**config.mk**
```make
export PLATFORM = sky130hd
export DESIGN_NAME = dbg2w_master
export DESIGN_NICKNAME = d
export VERILOG_FILES = /design/src/rtl/dbg2w_pkg.sv /design/src/rtl/dbg2w_tick.sv /design/src/rtl/dbg2w_seq.sv /design/src/rtl/dbg2w_master.sv
export SDC_FILE = /design/constraint.sdc
export NUM_CORES = 1
export LEC_CHECK = 0
export BUFFER_PORTS_ARGS = -buffer_cell sky130_fd_sc_hd__buf_2
export CORE_AREA = 2 2 121 123
export CTS_CLUSTER_SIZE = 14
export DETAILED_ROUTE_END_ITERATION = 12
export DIE_AREA = 0 0 123 125
export HOLD_SLACK_MARGIN = 0.08
export MAX_ROUTING_LAYER = met4
export SETUP_SLACK_MARGIN = 0.4
export SLEW_MARGIN = 20
export SYNTH_ARGS = -nofsm -noshare
export SYNTH_HDL_FRONTEND = slang
export SYNTH_SLANG_ARGS = --single-unit
```
**constraint.sdc**
```tcl
create_clock -name clk -period 8.4 [get_ports clk]
set_clock_uncertainty 0.15 [all_clocks]
set_input_delay 0.42 -clock clk [delete_from_list [all_inputs] [get_ports clk]]
set_output_delay 0.42 -clock clk [all_outputs]
set_load 0.01 [all_outputs]
```
**src/rtl/dbg2w_pkg.sv**
```systemverilog
package dbg2w_pkg;
  localparam int LEN_W     = 2;
  localparam int BYTE_W    = 8;
  localparam int MAX_BYTES = 1 << LEN_W;
  localparam int DATA_W    = BYTE_W * MAX_BYTES;
  localparam int ADDR_W    = 8;
  localparam int IDX_W     = $clog2(DATA_W);

  typedef enum logic [1:0] {
    OP_DREAD  = 2'b00,
    OP_DWRITE = 2'b01,
    OP_AREAD  = 2'b10,
    OP_AWRITE = 2'b11
  } op_e;

  typedef enum logic [3:0] {
    FLD_IDLE, FLD_START, FLD_INS, FLD_ADDR, FLD_LEN,
    FLD_DATA, FLD_WAIT, FLD_STOP, FLD_RST
  } fld_e;
endpackage

```
**src/rtl/dbg2w_tick.sv**
```systemverilog
// Slot timer: one bit slot (set/low/hold) or one long reset slot (low/high).
module dbg2w_tick #(
  parameter int T_SET    = 8,
  parameter int T_LOW    = 20,
  parameter int T_HOLD   = 25,
  parameter int RST_LOW  = 4200,
  parameter int RST_HIGH = 440
) (
  input  logic clk,
  input  logic rst_n,
  input  logic run,
  input  logic long_mode,
  output logic ck,
  output logic slot_end
);
  localparam int BIT_SLOT = T_SET + T_LOW + T_HOLD;
  localparam int RST_SLOT = RST_LOW + RST_HIGH;
  localparam int MAX_SLOT = (BIT_SLOT > RST_SLOT) ? BIT_SLOT : RST_SLOT;
  localparam int CW       = $clog2(MAX_SLOT + 1);

  logic [CW-1:0] cnt;
  logic [CW-1:0] lo_beg, lo_end, last;

  always_comb begin
    if (long_mode) begin
      lo_beg = '0;
      lo_end = CW'(RST_LOW);
      last   = CW'(RST_SLOT - 1);
    end else begin
      lo_beg = CW'(T_SET);
      lo_end = CW'(T_SET + T_LOW);
      last   = CW'(BIT_SLOT - 1);
    end
  end

  assign slot_end = run && (cnt == last);
  assign ck       = !(run && (cnt >= lo_beg) && (cnt < lo_end));

  always_ff @(posedge clk) begin
    if (!rst_n)         cnt <= '0;
    else if (!run)      cnt <= '0;
    else if (slot_end)  cnt <= '0;
    else                cnt <= cnt + CW'(1);
  end

  // every slot closes with the clock high, so sampling follows a rising edge
  p_slot_ends_high_r8: assert property (@(posedge clk) disable iff (!rst_n)
    slot_end |-> ck);
endmodule

```
**src/rtl/dbg2w_seq.sv**
```systemverilog
// Frame sequencer: walks the fields of a frame one slot at a time.
module dbg2w_seq
  import dbg2w_pkg::*;
#(
  parameter int WAIT_MAX = 1024
) (
  input  logic              clk,
  input  logic              rst_n,
  input  logic              req_valid,
  output logic              req_ready,
  input  logic              req_reset,
  input  logic [1:0]        req_op,
  input  logic [LEN_W-1:0]  req_len,
  input  logic [DATA_W-1:0] req_wdata,
  input  logic              slot_end,
  input  logic              dq_in,
  output logic              run,
  output logic              long_mode,
  output logic              dq_oe,
  output logic              dq_out,
  output logic              busy,
  output logic              rsp_done,
  output logic [DATA_W-1:0] rsp_rdata,
  output logic              rsp_err
);
  localparam int WCW = $clog2(WAIT_MAX + 1);

  fld_e              fld;
  logic [1:0]        op_q;
  logic [LEN_W-1:0]  len_q;
  logic [DATA_W-1:0] wd_q, rd_q;
  logic [IDX_W-1:0]  idx;
  logic [WCW-1:0]    wcnt;
  logic              err_q, done_q;

  logic is_read, is_addr, addr_last, data_last, bit_val;

  assign is_read   = (op_q == OP_DREAD) || (op_q == OP_AREAD);
  assign is_addr   = op_q[1];
  assign addr_last = (idx == IDX_W'(ADDR_W - 1));
  assign data_last = (idx == {len_q, 3'b111});

  assign busy      = (fld != FLD_IDLE);
  assign req_ready = !busy;
  assign run       = busy;
  assign long_mode = (fld == FLD_RST);

  always_comb begin
    dq_oe   = 1'b0;
    bit_val = 1'b0;
    case (fld)
      FLD_INS:  begin dq_oe = 1'b1;     bit_val = op_q[idx[0]];  end
      FLD_LEN:  begin dq_oe = 1'b1;     bit_val = len_q[idx[0]]; end
      FLD_ADDR: begin dq_oe = !is_read; bit_val = wd_q[idx];     end
      FLD_DATA: begin dq_oe = !is_read; bit_val = wd_q[idx];     end
      default:  begin dq_oe = 1'b0;     bit_val = 1'b0;          end
    endcase
  end
  assign dq_out = dq_oe & bit_val;

  always_ff @(posedge clk) begin
    if (!rst_n) begin
      fld    <= FLD_IDLE;
      op_q   <= '0;
      len_q  <= '0;
      wd_q   <= '0;
      rd_q   <= '0;
      idx    <= '0;
      wcnt   <= '0;
      err_q  <= 1'b0;
      done_q <= 1'b0;
    end else begin
      done_q <= 1'b0;
      if (fld == FLD_IDLE) begin
        if (req_valid) begin
          op_q  <= req_op;
          len_q <= req_len;
          wd_q  <= req_wdata;
          rd_q  <= '0;
          err_q <= 1'b0;
          idx   <= '0;
          wcnt  <= '0;
          fld   <= req_reset ? FLD_RST : FLD_START;
        end
      end else if (slot_end) begin
        idx <= idx + IDX_W'(1);
        case (fld)
          FLD_START: begin idx <= '0; fld <= FLD_INS; end
          FLD_INS: if (idx[0]) begin
            idx <= '0;
            fld <= is_addr ? FLD_ADDR : FLD_LEN;
          end
          FLD_ADDR: begin
            if (is_read) rd_q[idx] <= dq_in;
            if (addr_last) fld <= FLD_STOP;
          end
          FLD_LEN: if (idx[0]) begin
            idx <= '0;
            fld <= is_read ? FLD_WAIT : FLD_DATA;
          end
          FLD_DATA: begin
            if (is_read) rd_q[idx] <= dq_in;
            if (data_last) begin
              idx <= '0;
              fld <= is_read ? FLD_STOP : FLD_WAIT;
            end
          end
          FLD_WAIT: begin
            idx <= '0;
            if (dq_in) begin
              wcnt <= '0;
              fld  <= is_read ? FLD_DATA : FLD_STOP;
            end else if (wcnt == WCW'(WAIT_MAX - 1)) begin
              err_q <= 1'b1;
              rd_q  <= '0;
              fld   <= FLD_STOP;
            end else begin
              wcnt <= wcnt + WCW'(1);
            end
          end
          FLD_STOP, FLD_RST: begin
            fld    <= FLD_IDLE;
            done_q <= 1'b1;
          end
          default: fld <= FLD_IDLE;
        endcase
      end
    end
  end

  assign rsp_done  = done_q;
  assign rsp_rdata = rd_q;
  assign rsp_err   = err_q;

  // driver state moves only where a slot has just ended
  p_oe_at_slot_r8: assert property (@(posedge clk) disable iff (!rst_n)
    !$stable(dq_oe) |-> $past(slot_end));
  // the WAIT counter never passes its limit
  p_wait_bound_r7: assert property (@(posedge clk) disable iff (!rst_n)
    wcnt < WCW'(WAIT_MAX));
  // completion is a single-cycle pulse
  p_done_pulse_r12: assert property (@(posedge clk) disable iff (!rst_n)
    rsp_done |=> !rsp_done);
  // a request seen while busy leaves the captured frame untouched
  p_ignore_busy_r1: assert property (@(posedge clk) disable iff (!rst_n)
    (busy && !slot_end) |=> ($stable(op_q) && $stable(len_q) && $stable(wd_q)));
endmodule

```
**src/rtl/dbg2w_master.sv**
```systemverilog
module dbg2w_master
  import dbg2w_pkg::*;
#(
  parameter int T_SET    = 8,
  parameter int T_LOW    = 20,
  parameter int T_HOLD   = 25,
  parameter int RST_LOW  = 4200,
  parameter int RST_HIGH = 440,
  parameter int WAIT_MAX = 1024
) (
  input  logic        clk,
  input  logic        rst_n,
  input  logic        req_valid,
  output logic        req_ready,
  input  logic        req_reset,
  input  logic [1:0]  req_op,
  input  logic [1:0]  req_len,
  input  logic [31:0] req_wdata,
  output logic        busy,
  output logic        rsp_done,
  output logic [31:0] rsp_rdata,
  output logic        rsp_err,
  output logic        bus_ck,
  input  logic        bus_dq_in,
  output logic        bus_dq_out,
  output logic        bus_dq_oe
);
  logic run, long_mode, slot_end;

  dbg2w_tick #(
    .T_SET(T_SET), .T_LOW(T_LOW), .T_HOLD(T_HOLD),
    .RST_LOW(RST_LOW), .RST_HIGH(RST_HIGH)
  ) u_tick (
    .clk(clk), .rst_n(rst_n), .run(run), .long_mode(long_mode),
    .ck(bus_ck), .slot_end(slot_end)
  );

  dbg2w_seq #(.WAIT_MAX(WAIT_MAX)) u_seq (
    .clk(clk), .rst_n(rst_n),
    .req_valid(req_valid), .req_ready(req_ready), .req_reset(req_reset),
    .req_op(req_op), .req_len(req_len), .req_wdata(req_wdata),
    .slot_end(slot_end), .dq_in(bus_dq_in),
    .run(run), .long_mode(long_mode),
    .dq_oe(bus_dq_oe), .dq_out(bus_dq_out), .busy(busy),
    .rsp_done(rsp_done), .rsp_rdata(rsp_rdata), .rsp_err(rsp_err)
  );

  // an idle bus leaves the clock line high
  p_idle_ck_high_r10: assert property (@(posedge clk) disable iff (!rst_n)
    !busy |-> bus_ck);
  // completion follows a final slot with the driver off and the clock high
  p_stop_released_r2: assert property (@(posedge clk) disable iff (!rst_n)
    rsp_done |-> ($past(!bus_dq_oe) && $past(bus_ck)));
  // busy ends only together with the done pulse
  p_busy_fall_r1: assert property (@(posedge clk) disable iff (!rst_n)
    $fell(busy) |-> rsp_done);
endmodule

```
### After elaboration in Yosys (flattened, before gate mapping)

Cells that the tools add are included.

| storage, ports and cells | value |
|---|---|
| register bits after elaboration | 103 |
| latch bits | 0 |
| memory bits (writable) | 0 |
| ROM bits | 0 |
| output and inout port bits | 39 |
| memories kept | 0 |

| operators by class | value |
|---|---|
| $add $sub $neg | 3 |
| multipliers | 0 |
| divide/modulo/power cells | 0 |
| $lt $le $gt $ge | 5 |
| equality and inequality tests | 24 |
| shift-type cells | 0 |
| muxes and demuxes | 55 |
| bitwise operators | 4 |
| reduce and logical (&&, ||, !) cells | 27 |

Operators with widths:

| cell | count |
|---|---|
| $mux 32 | 6 |
| $mux 11 | 6 |
| $pmux 32 s2 | 1 |
| $mux 4 | 11 |
| $bwmux 32 | 1 |
| $mux 13 | 2 |
| $mux 5 | 5 |
| $pmux 4 s6 | 1 |
| $ne 3x1->1 const B | 6 |
| $eq 4x3->1 const B | 4 |
| $pmux 5 s3 | 1 |
| $mux 1 | 14 |
| $add 13x1->13 const B | 1 |
| $eq 13x13->1 | 1 |
| $ge 13x4->1 | 1 |
| $lt 13x13->1 | 1 |
| $add 11x1->11 const B | 1 |
| $eq 11x10->1 const B | 1 |
| $eq 4x2->1 const B | 2 |
| $reduce_or 2->1 | 4 |
| $reduce_and 7->1 | 1 |
| $lt 5x6->1 const B | 1 |
| $ne 3x2->1 const B | 2 |
| $reduce_and 6->1 | 1 |
| other kinds (31) | 43 |

### Longest topological paths before layout

| depth | value |
|---|---|
| word-level depth | 9 |
| gate-level depth with buffers | 12 |
| depth with buffers taken out | 8 |

### Cells and area by module

Synthesis repeated with hierarchy kept, for this count alone.

| unflattened totals | value |
|---|---|
| cells, all modules | 659 |
| area, all modules | 5403.9 um2 |

By module, submodules not included:

| module | instances | cells an instance | area an instance (um2) | sequential area each (um2) |
|---|---|---|---|---|
| dbg2w_seq | 1 | 571 | 4626.9 | 1801.7 |
| dbg2w_tick | 1 | 88 | 777.0 | 260.2 |

### Worst setup path after synthesis

OpenSTA, ideal clock, no wires.

| timing path | value |
|---|---|
| path type | register to register |
| start | register u_seq.fld[1] |
| end | register u_seq.rd_q[11] (netlist: u_seq.rsp_rdata[11]) |
| library setup time | 0.116 ns |
| data arrival time | 2.531 ns |
| required time | 8.134 ns |
| path slack | 5.603 ns |
| cell stages (with the launch flop) | 12 |
| path buffers | 3 |
| clock period less this slack | 2.797 ns |
| path through | dfxtp_1 buf_4 nor3_4 nand2_1 ha_1 nor4bb_1 and4_4 a21o_1 buf_6 clkbuf_1 a31oi_1 a41o_1 |

| between the ends | value |
|---|---|
| cells in the longest elaborated chain, start to end | 6 |
| elaborated cells on any way between the ends | 20 |
| those cells by class | eq/ne: 9; mux: 4; reduce/logical: 7 |

Ends and longest elaborated chain:

| what | line | RTL |
|---|---|---|
| from (decl) | dbg2w_seq.sv:28 | `fld_e fld;` |
| from (signal assigned) | dbg2w_seq.sv:83 | `fld <= req_reset ? FLD_RST : FLD_START;` |
| from (signal assigned) | dbg2w_seq.sv:91 | `fld <= is_addr ? FLD_ADDR : FLD_LEN;` |
| from (signal assigned) | dbg2w_seq.sv:99 | `fld <= is_read ? FLD_WAIT : FLD_DATA;` |
| $eq 4x4->1 | dbg2w_seq.sv:46 | `assign long_mode = (fld == FLD_RST);` |
| $mux 13 | dbg2w_tick.sv:25 | `if (long_mode) begin` |
| $eq 13x13->1 | dbg2w_tick.sv:36 | `assign slot_end = run && (cnt == last);` |
| $logic_and 1x1->1 | dbg2w_tick.sv:36 |  |
| $reduce_bool 2->1 (no source line) | -- |  |
| $reduce_and 6->1 (no source line) | -- |  |
| to (signal, indexed assignment) | dbg2w_seq.sv:94 | `if (is_read) rd_q[idx] <= dq_in;` |
| to (signal, indexed assignment) | dbg2w_seq.sv:102 | `if (is_read) rd_q[idx] <= dq_in;` |
| to (decl) | dbg2w_seq.sv:31 | `logic [DATA_W-1:0] wd_q, rd_q;` |

Parallel ways exist; a longest one is shown, timed or not. The select of a mux whose other input is x is not followed.
A chain may end at the register's enable or synchronous reset.

### Final worst setup path

Same ends and word-level chain as after synthesis.

==> results.sh <==
export IMPL_power_frac_seq=0.338
export IMPL_power_mw=1.809
export IMPL_crit_fanout=37
export IMPL_p_int_mw=1.049
export IMPL_arrival_ns=4.01
export IMPL_core_area_mm2=0.01420
export IMPL_die_width_um=123
export IMPL_r2r_cells=8
export IMPL_worstSetupStartpointType="register"
export IMPL_synth_edf_count=0
export IMPL_clkPwrFrac=0.261
export IMPL_critPathKind="register to register"
export IMPL_path_common_cell="and4_4"
export IMPL_placedInstanceArea_mm2=0.005908
export IMPL_grtUsageTotal=0.1973
export IMPL_synth_compound_area_frac=0.1953
export IMPL_async_reset_ff_frac=0
export IMPL_synthCells=699
export IMPL_synth_top_cell_by_area="dfxtp_1"
export IMPL_yosys_area_share_xor_xnor=0.02696
export IMPL_worst_slew_pin_slew_ns=0.9447
export IMPL_p_leak_nw=2.511
export IMPL_finalHoldViolations=0
export IMPL_slowest_delay_ns=0.61
export IMPL_cts_buffers=9
export IMPL_hpwl_um=9664
export IMPL_cts_setup_buffers=0
export IMPL_min_to="u_seq.wd_q[19]"
export IMPL_ctsLongestPathBuffers=2
export IMPL_synth_top_family_by_area="simple AND/OR/NAND/NOR gates"
export IMPL_dieArea_mm2=0.01538
export IMPL_synth_area_top_cells="dfxtp_1, nand2_1, a21oi_1, a31o_1, a31oi_1"
export IMPL_hold_depth=3
export IMPL_io_pins=80
export IMPL_switching_power_mw=0.7604
export IMPL_cts_max_level=3
export IMPL_grt_antenna_before_repair=0
export IMPL_crit_family="simple AND/OR/NAND/NOR gates"
export IMPL_synth_simple_gate_area_frac=0.2639
export IMPL_filler_cell_count=1479
export IMPL_dpl_cell_count=905
export IMPL_drv_cap=0
export IMPL_ctsHoldBuffers=0
export IMPL_clock_tree_root_cell="clkbuf_16"
export IMPL_cts_sinks=103
export IMPL_r2r_start="u_seq.fld[1]"
export IMPL_muxShareOfSynthArea=0.05505
export IMPL_rr_endpoint="u_seq.rsp_rdata[11]"
export IMPL_tns_ns=0
export IMPL_timing_final_crit_period_ns=3.856
export IMPL_multiInputGateArea_mm2=0.003157
export IMPL_syn_num_nets=752
export IMPL_fmax_mhz=259.3
export IMPL_first_iter_violations=370
export IMPL_post_route_period_util=0.4591
export IMPL_final_cells=921
export IMPL_powerDensity_mw_per_mm2=289.3
export IMPL_synth_fa_ha_area_frac=0.02719
export IMPL_drcViolationCount=0
export IMPL_grt_start_max_net_pins=55
export IMPL_peakVddDrop_uv=155.9
export IMPL_die_height_um=125
export IMPL_dp_slack_ns=4.268
export IMPL_synthDominantCellAreaShare=0.3734
export IMPL_grt_pass1_vias=4729
export IMPL_netlist_area_mm2=0.005523
export IMPL_max_slew_margin=0.3679
export IMPL_fin_area_mm2=0.006254
export IMPL_post_route_util=0.4403
export IMPL_cts_resized=0
export IMPL_grt_pass1_wl_um=23560
export IMPL_ys_flop_type="dfxtp_1"
export IMPL_routed_wl_um=14270
export IMPL_regArea_mm2=0.002062
export IMPL_worst_path_buf_inv=0
export IMPL_r2r_slack_ns=4.54
export IMPL_vias=5091
export IMPL_path_clk_slew_ns=0.08
export IMPL_share_comb_of_total_power=0.401
export IMPL_gp_congestion=0.8640
export IMPL_path_cells="nor3_4, nand2_1, ha_1, nor4bb_1, and4_4, a21o_2, and4_4, a41o_1"
export IMPL_start_util=0.3888
export IMPL_antenna_cells=0
export IMPL_grt_setup_unrepaired="no"
export IMPL_switching_share=0.4203
export IMPL_cp_slowest_cell="and4_4"
export IMPL_ys_warn_count=0
export IMPL_status="finished clean"
export IMPL_drive_gt1_frac=0.1655
export IMPL_tritoncts="yes"
export IMPL_synth_area_per_cell_um2=7.901
export IMPL_min_from="req_wdata[19]"
export IMPL_fin_nets=785
export IMPL_drv_slew=0
export IMPL_hold_slack_ns=0.1384
export IMPL_overflow=0
export IMPL_fin_ws_ns=4.544
export IMPL_io_buffer_count=79
export IMPL_via_per_inst=5.528
export IMPL_std_cell_rows=44
export IMPL_synth_seq_cells=103
export IMPL_area_growth_pct=13.23
export IMPL_ys_types=62
export IMPL_hold_path_class="input port to register"
export IMPL_cp_data_required_time_ns=8.55
export IMPL_avgRoutedWirePerCell_um=15.50
export IMPL_seq_area_frac_synth=0.3734
export IMPL_worst_setup_path_end_kind="register"
export IMPL_ant_nets=0
export IMPL_first_pass_iters=5
export IMPL_clk_latency_ns=0.36
export IMPL_setup_viol=0
## worst register-to-register path, stage by stage, from the launching register on
cell and delay, ns:
dfxtp_1 0.54, nor3_4 0.34, nand2_1 0.21, ha_1 0.39
nor4bb_1 0.41, and4_4 0.31, a21o_2 0.60, and4_4 0.62
a41o_1 0.23
## cell type report
class | count | share of cell area
Clock buffer | 9 | 0.03601
Multi-Input combinational cell | 524 | 0.5048
Sequential cell | 103 | 0.3297
Inverter | 10 | 0.006002
Timing Repair Buffer | 84 | 0.06923
Tap cell | 184 | 0.03681
Clock inverter | 7 | 0.01741
## kinds of logic (layout without fill, tap and decap cells)
logic type                 after synthesis  after routing
muxes                                   20             20
DFF                                    103            103
AOI/OAI and AO/OA                      159            159
buffers and inverters                   72            110
xor gates and xnor gates                17             17
and+or+nand+nor                        316            316
adders and majority gates               12             12
## power by group through the flow
stage	clock network, mW	registers (mW)	logic (mW)
after floorplan	0	0.574	0.612
after global placement	0	0.615	0.712
after detailed placement	0	0.621	0.723
after CTS	0.484	0.609	0.725
after global routing	0.509	0.622	0.813
final	0.473	0.611	0.725
## worst max-delay path by stage
stage | from | to | slack [ns] | cells past startpoint
global route | u_seq.fld[1] | u_seq.rsp_rdata[8] | 4.26 | 8
finish | u_seq.fld[1] | u_seq.rsp_rdata[11] | 4.54 | 8
detailed placement | u_seq.fld[0] | u_seq.rsp_rdata[8] | 4.27 | 8
global placement | u_seq.fld[1] | u_seq.rsp_rdata[7] | 4.41 | 8
CTS | u_seq.fld[1] | u_seq.rsp_rdata[11] | 4.24 | 8
floorplan | u_seq.fld[1] | u_seq.rsp_rdata[11] | 5.60 | 11
## per-layer routing
| layer | wire (µm) | track usage |
|---|---|---|
| met1 | 6767 | 0.2572 |
| met2 | 6575 | 0.2980 |
| met3 | 650 | 0.04334 |
| met4 | 278 | 0.07487 |
| met5 | 0 | - |
## cell usage in the layout, fill, tap and decap left out, types with 8 or more instances in the layout
cell type	n
buf_2	79
xnor2_1	10
nand2_1	183
nand4_1	9
a21oi_1	52
dfxtp_1	103
mux2i_1	11
nand3_1	26
ha_1	12
a31o_1	24
a41o_1	8
mux4_2	8
clkbuf_16	9
a31oi_1	32
nor3_1	9
nor2_1	36
and2_1	8
## sequential cells by signal, indices dropped and copies added, names as in the netlist
signal,cells
u_seq.rsp_rdata,32
u_seq.wd_q,32
u_tick.cnt,13
u_seq.wcnt,11
u_seq.idx,5
u_seq.fld,4
u_seq.len_q,2
u_seq.op_q,2
u_seq.rsp_done,1
u_seq.rsp_err,1
## cells in the mapped netlist (9+ instances only)
master / count
nor3_1: 10
a31o_1: 24
dfxtp_1: 103
a31oi_1: 32
nand3_1: 26
mux2i_1: 11
xnor2_1: 10
ha_1: 12
a21oi_1: 52
nor2_1: 36
clkbuf_1: 46
nand4_1: 9
nand2_1: 183
Note: power is estimated with default switching activity, not from simulation.
